`src/rtl/strnfa_pkg.sv`:
```
package strnfa_pkg;
    // width of one string-length field in the packed length parameter
    localparam int LEN_W = 8;
    typedef logic [LEN_W-1:0] len_t;
endpackage

```
`src/rtl/strnfa_delay_line.sv`:
```
module strnfa_delay_line #(
    parameter int unsigned DEPTH = 3
) (
    input  logic clk,
    input  logic rst_n,
    input  logic shift_en,
    input  logic din,
    output logic dout
);
    logic [DEPTH-1:0] stage_q;

    always_ff @(posedge clk or negedge rst_n) begin
        if (!rst_n) begin
            stage_q <= '0;
        end else if (shift_en) begin
            stage_q <= (stage_q << 1) | DEPTH'(din);
        end
    end

    assign dout = stage_q[DEPTH-1];

    // no shift on invalid characters
    assert_hold_on_idle_R6: assert property (@(posedge clk) disable iff (!rst_n)
        !shift_en |=> $stable(dout));
endmodule

```
`src/rtl/strnfa_state_cell.sv`:
```
module strnfa_state_cell #(
    parameter int unsigned STR_LEN = 1
) (
    input  logic clk,
    input  logic rst_n,
    input  logic chr_valid,
    input  logic src_en,
    input  logic str_done,
    output logic active
);
    logic aligned_en;

    generate
        if (STR_LEN > 1) begin : g_delay
            strnfa_delay_line #(.DEPTH(STR_LEN - 1)) u_dly (
                .clk     (clk),
                .rst_n   (rst_n),
                .shift_en(chr_valid),
                .din     (src_en),
                .dout    (aligned_en)
            );
        end else begin : g_direct
            assign aligned_en = src_en;
        end
    endgenerate

    always_ff @(posedge clk or negedge rst_n) begin
        if (!rst_n) begin
            active <= 1'b0;
        end else if (chr_valid) begin
            active <= aligned_en & str_done;
        end
    end

    // a missing detection bit clears the state
    assert_needs_det_R3: assert property (@(posedge clk) disable iff (!rst_n)
        (chr_valid && !str_done) |=> !active);
    // detection without aligned predecessor activity has no effect
    assert_needs_pred_R8: assert property (@(posedge clk) disable iff (!rst_n)
        (chr_valid && !aligned_en) |=> !active);
    // state frozen on invalid cycles
    assert_state_hold_R6: assert property (@(posedge clk) disable iff (!rst_n)
        !chr_valid |=> $stable(active));
endmodule

```
`src/rtl/strnfa_core.sv`:
```
module strnfa_core #(
    parameter int unsigned NSTATE = 2,
    // string length per merged state, state k in field k (LSB first)
    parameter logic [NSTATE*strnfa_pkg::LEN_W-1:0] STR_LEN = {8'd4, 8'd1},
    // predecessors per state: field k has NSTATE+1 bits,
    // bit 0 = always-on start source, bit j+1 = merged state j
    parameter logic [NSTATE*(NSTATE+1)-1:0] PRED_MASK = {3'b010, 3'b011},
    parameter logic [NSTATE-1:0] ACCEPT = 2'b10
) (
    input  logic              clk,
    input  logic              rst_n,
    input  logic              det_valid,
    input  logic [NSTATE-1:0] det_vec,
    output logic              match
);
    localparam int unsigned SRC_W = NSTATE + 1;

    logic [NSTATE-1:0] st_active;
    logic [SRC_W-1:0]  src_vec;
    logic [NSTATE-1:0] src_en;

    // start source is enabled on every character (unanchored search)
    assign src_vec = {st_active, 1'b1};

    generate
        for (genvar k = 0; k < NSTATE; k++) begin : g_state
            localparam strnfa_pkg::len_t LEN_K =
                STR_LEN[k*strnfa_pkg::LEN_W +: strnfa_pkg::LEN_W];
            localparam logic [SRC_W-1:0] PRED_K = PRED_MASK[k*SRC_W +: SRC_W];

            assign src_en[k] = |(src_vec & PRED_K);

            strnfa_state_cell #(.STR_LEN(int'(LEN_K))) u_cell (
                .clk      (clk),
                .rst_n    (rst_n),
                .chr_valid(det_valid),
                .src_en   (src_en[k]),
                .str_done (det_vec[k]),
                .active   (st_active[k])
            );
        end
    endgenerate

    assign match = |(st_active & ACCEPT);

    // match only changes after a valid character
    assert_match_after_valid_R7: assert property (@(posedge clk) disable iff (!rst_n)
        !det_valid |=> $stable(match));
    // nothing is set in the first cycle after reset release
    assert_reset_clear_R1: assert property (@(posedge clk)
        !rst_n |=> (st_active == '0));
endmodule

```
`config.mk`:
```
export PLATFORM = sky130hd
export DESIGN_NAME = strnfa_core
export DESIGN_NICKNAME = d
export VERILOG_FILES = /design/src/rtl/strnfa_pkg.sv /design/src/rtl/strnfa_delay_line.sv /design/src/rtl/strnfa_state_cell.sv /design/src/rtl/strnfa_core.sv
export SDC_FILE = /design/constraint.sdc
export NUM_CORES = 1
export LEC_CHECK = 0
export CORE_AREA = 2 2 39 41
export CTS_BUF_LIST = sky130_fd_sc_hd__clkbuf_8
export CTS_CLUSTER_DIAMETER = 120
export DETAILED_ROUTE_END_ITERATION = 7
export DIE_AREA = 0 0 41 43
export PLACE_DENSITY = 0.44
export SYNTH_ARGS = -nofsm -noshare
export SYNTH_HDL_FRONTEND = slang
export SYNTH_HIERARCHICAL = 1
export SYNTH_SLANG_ARGS = --single-unit
```
`constraint.sdc`:
```
create_clock -name clk -period 1.4 [get_ports clk]
set_input_delay 0.42 -clock clk [delete_from_list [all_inputs] [get_ports clk]]
set_output_delay 0.42 -clock clk [all_outputs]
set_load 0.005 [all_outputs]
```
==> qor.yml <==
grt_busiest_layer: "met2"
root_buffer: "clkbuf_8"
final_antenna_net_count: 0
syn2layout_area_growth_pct: 67.8
postCtsSetupBuffers: 0
clk-insertion-delay-late_ns: 0.22
syn_inst: 15
finalClockSkew_ns: 0.00161
switching_power_uw: 88.6
die_area_um2: 1760
yosysTopAreaCell: "dfrtp_1"
clk_pin_slew_ns: 0.03
reg2reg_depth: 1
grt_pass1_vias: 152
synth_edf_count: 0
avgSynthCellArea_um2: 12.7
drv_cap: 0
cp.arrival_ns: 0.84
p_leak_nw: 0.152
cp-end-kind: "primary output"
rsz0062_at_grt: "no"
critPathKind: "reg -> out"
finalMaxSlewViolations: 0
yosysMostFrequentCell: "dfrtp_1"
fp.dieW_um: 41
core_um2: 1380
first_pass_iters: 1
synth_top_area_share_pct: 65.8
rows: 14
drt-wirelength-per-cell_um: 7.86
grt_max_degree: 6
overflow: 0
clk_path_buf_depth: 2
fin_hold_ws_ns: 0.425
initial_core_util_pct: 13.7
final_util_pct: 23.1
vias: 143
critPathTopFamily: "flip-flops"
cts_tree: "done"
synth-seq-area-share_pct: 65.8
ir_worst_vdd_mv: 0.237
status: "complete, no violations"
ys_top_cells_by_count: "dfrtp_1, mux2_2, inv_1, nand3_1, o21ai_1"
layout_min_cycle_time_ns: 1.26
io_buffers: 5
placed_area_um2: 275
drt_iter0_drc: 0
hp-class: "in -> async"
crit_path_max_fanout: 2
synth_area_um2: 190
cts.sinks: 5
hold_viol: 0
pwr-share-clk_pct: 53.6
fin_setup_tns_ns: 0
synth-warning-count: 6
track_usage_pct: 5.05
ys_seq_elements: 5
grt_pass1_wl_um: 503
grt_util_met3_pct: 4.71
synth_area_leaders: "dfrtp_1, mux2_2, nand3_1, o21ai_1, inv_1"
combPwrFrac_pct: 9.6
power.density_nw_per_um2: 1470
postLayoutCellArea_um2: 319
final_nets: 32
cts_buffers: 3
use_met2_pct: 6.88
cpPeakStageDelay_ns: 0.36
seq_power_share_pct: 36.8
finalCritPeriodShare_pct: 89.7
timing.fmax_mhz: 796
antenna_cells: 0
cts-htree-levels: 1
grt_use_met1_pct: 3.27
synth_cell_types: 6
syn_nets: 20
routabilityCongestion: 0.549
place.detailed.hpwl_um: 263
start_kind: "flop"
critPathBufInv: 1
swShare_pct: 18.8
synthArstFlopShare_pct: 100
crit_chain: "dlygate4sd2_1"
slowest_stage: "dfrtp_1"
drive_gt1_share_pct: 30.8
p_int_uw: 382
drc: 0
antenna_found_initial: 0
setup_viol: 0
synth_flop_cell: "dfrtp_1"
crit_cells: 1
drt-total-wl_um: 330
via_per_inst: 3.40
io_pins: 6
required_ns: 0.98
die_h_um: 43
-- layout make-up --
| type | instances | area, µm² |
|---|---|---|
| timing repair buffer | 7 | 63.8 |
| clock buffer | 3 | 41.3 |
| multi-input combinational | 8 | 57.6 |
| sequential | 5 | 125 |
| tap | 16 | 20.0 |
| fill | 150 | 1060 |
| clock inverter | 1 | 3.75 |
| inverter | 2 | 7.51 |
-- layout by cell type (no fill, tap or decap), drive strengths merged --
| cell | count |
|---|---|
| dfrtp | 5 |
| clkdlybuf4s50 | 4 |
| clkbuf | 3 |
| inv | 3 |
| mux2 | 3 |
| nand3 | 2 |
| o21ai | 2 |
| buf | 2 |
| conb | 1 |
| dlygate4sd2 | 1 |
-- metal layers --
metal | part of all wire, % | up-vias | routed length (µm)
li1 | - | 69 | -
met1 | 38 | 69 | 127
met2 | 47 | 5 | 154
met3 | 14 | 0 | 47
met4 | 0 | 0 | 0
met5 | 0 | - | 0
-- stage by stage --
step	instances	setup WS [ns]	power [mW]
finish	42	0.144	0.470
detailed placement	38	-0.0697	0.223
CTS	42	0.131	0.482
global route	42	0.106	0.499
global placement	38	-0.0549	0.221
floorplan	15	0.558	0.192
-- worst paths after layout --
path                                                             from                                         end  slack (ns)
setup reg to reg           g_state[1].u_cell/g_delay.u_dly/stage_q[1]  g_state[1].u_cell/g_delay.u_dly/stage_q[2]        0.65
setup / recovery                             g_state[1].u_cell/active                                       match        0.14
max in group asynchronous                                       rst_n                    g_state[1].u_cell/active        0.78
hold / removal                                                  rst_n  g_state[1].u_cell/g_delay.u_dly/stage_q[0]        0.43
hold reg to reg            g_state[1].u_cell/g_delay.u_dly/stage_q[1]  g_state[1].u_cell/g_delay.u_dly/stage_q[1]        0.50
min in group clk           g_state[1].u_cell/g_delay.u_dly/stage_q[1]  g_state[1].u_cell/g_delay.u_dly/stage_q[1]        0.50
-- power by group through the flow --
stage               logic (mW)  clock network (mW)  registers, mW
global route            0.0502               0.274          0.175
detailed placement      0.0482                   0          0.175
CTS                     0.0462               0.262          0.173
floorplan               0.0188                   0          0.173
finish                  0.0452               0.252          0.173
global placement        0.0471                   0          0.174
-- flip-flops by register name (all words and copies together) (netlist names) --
| name | count |
|---|---|
| g_state.u_cell/g_delay.u_dly/stage_q | 3 |
| g_state.u_cell/active | 2 |
-- cells by family after synthesis --
logic type	after synthesis	synth area share, %
muxes	3	17.8
and+or+nand+nor	2	5.26
AOI/OAI and AO/OA	2	5.26
buffers and inverters	2	3.95
DFF	5	65.8
other	1	1.97
-- what timing repair did --
item,4_1_cts,5_1_grt
resized for setup,1,0
setup endpoints to repair,1,0
hold buffers,0,0
Note: power is estimated with default switching activity, not from simulation.
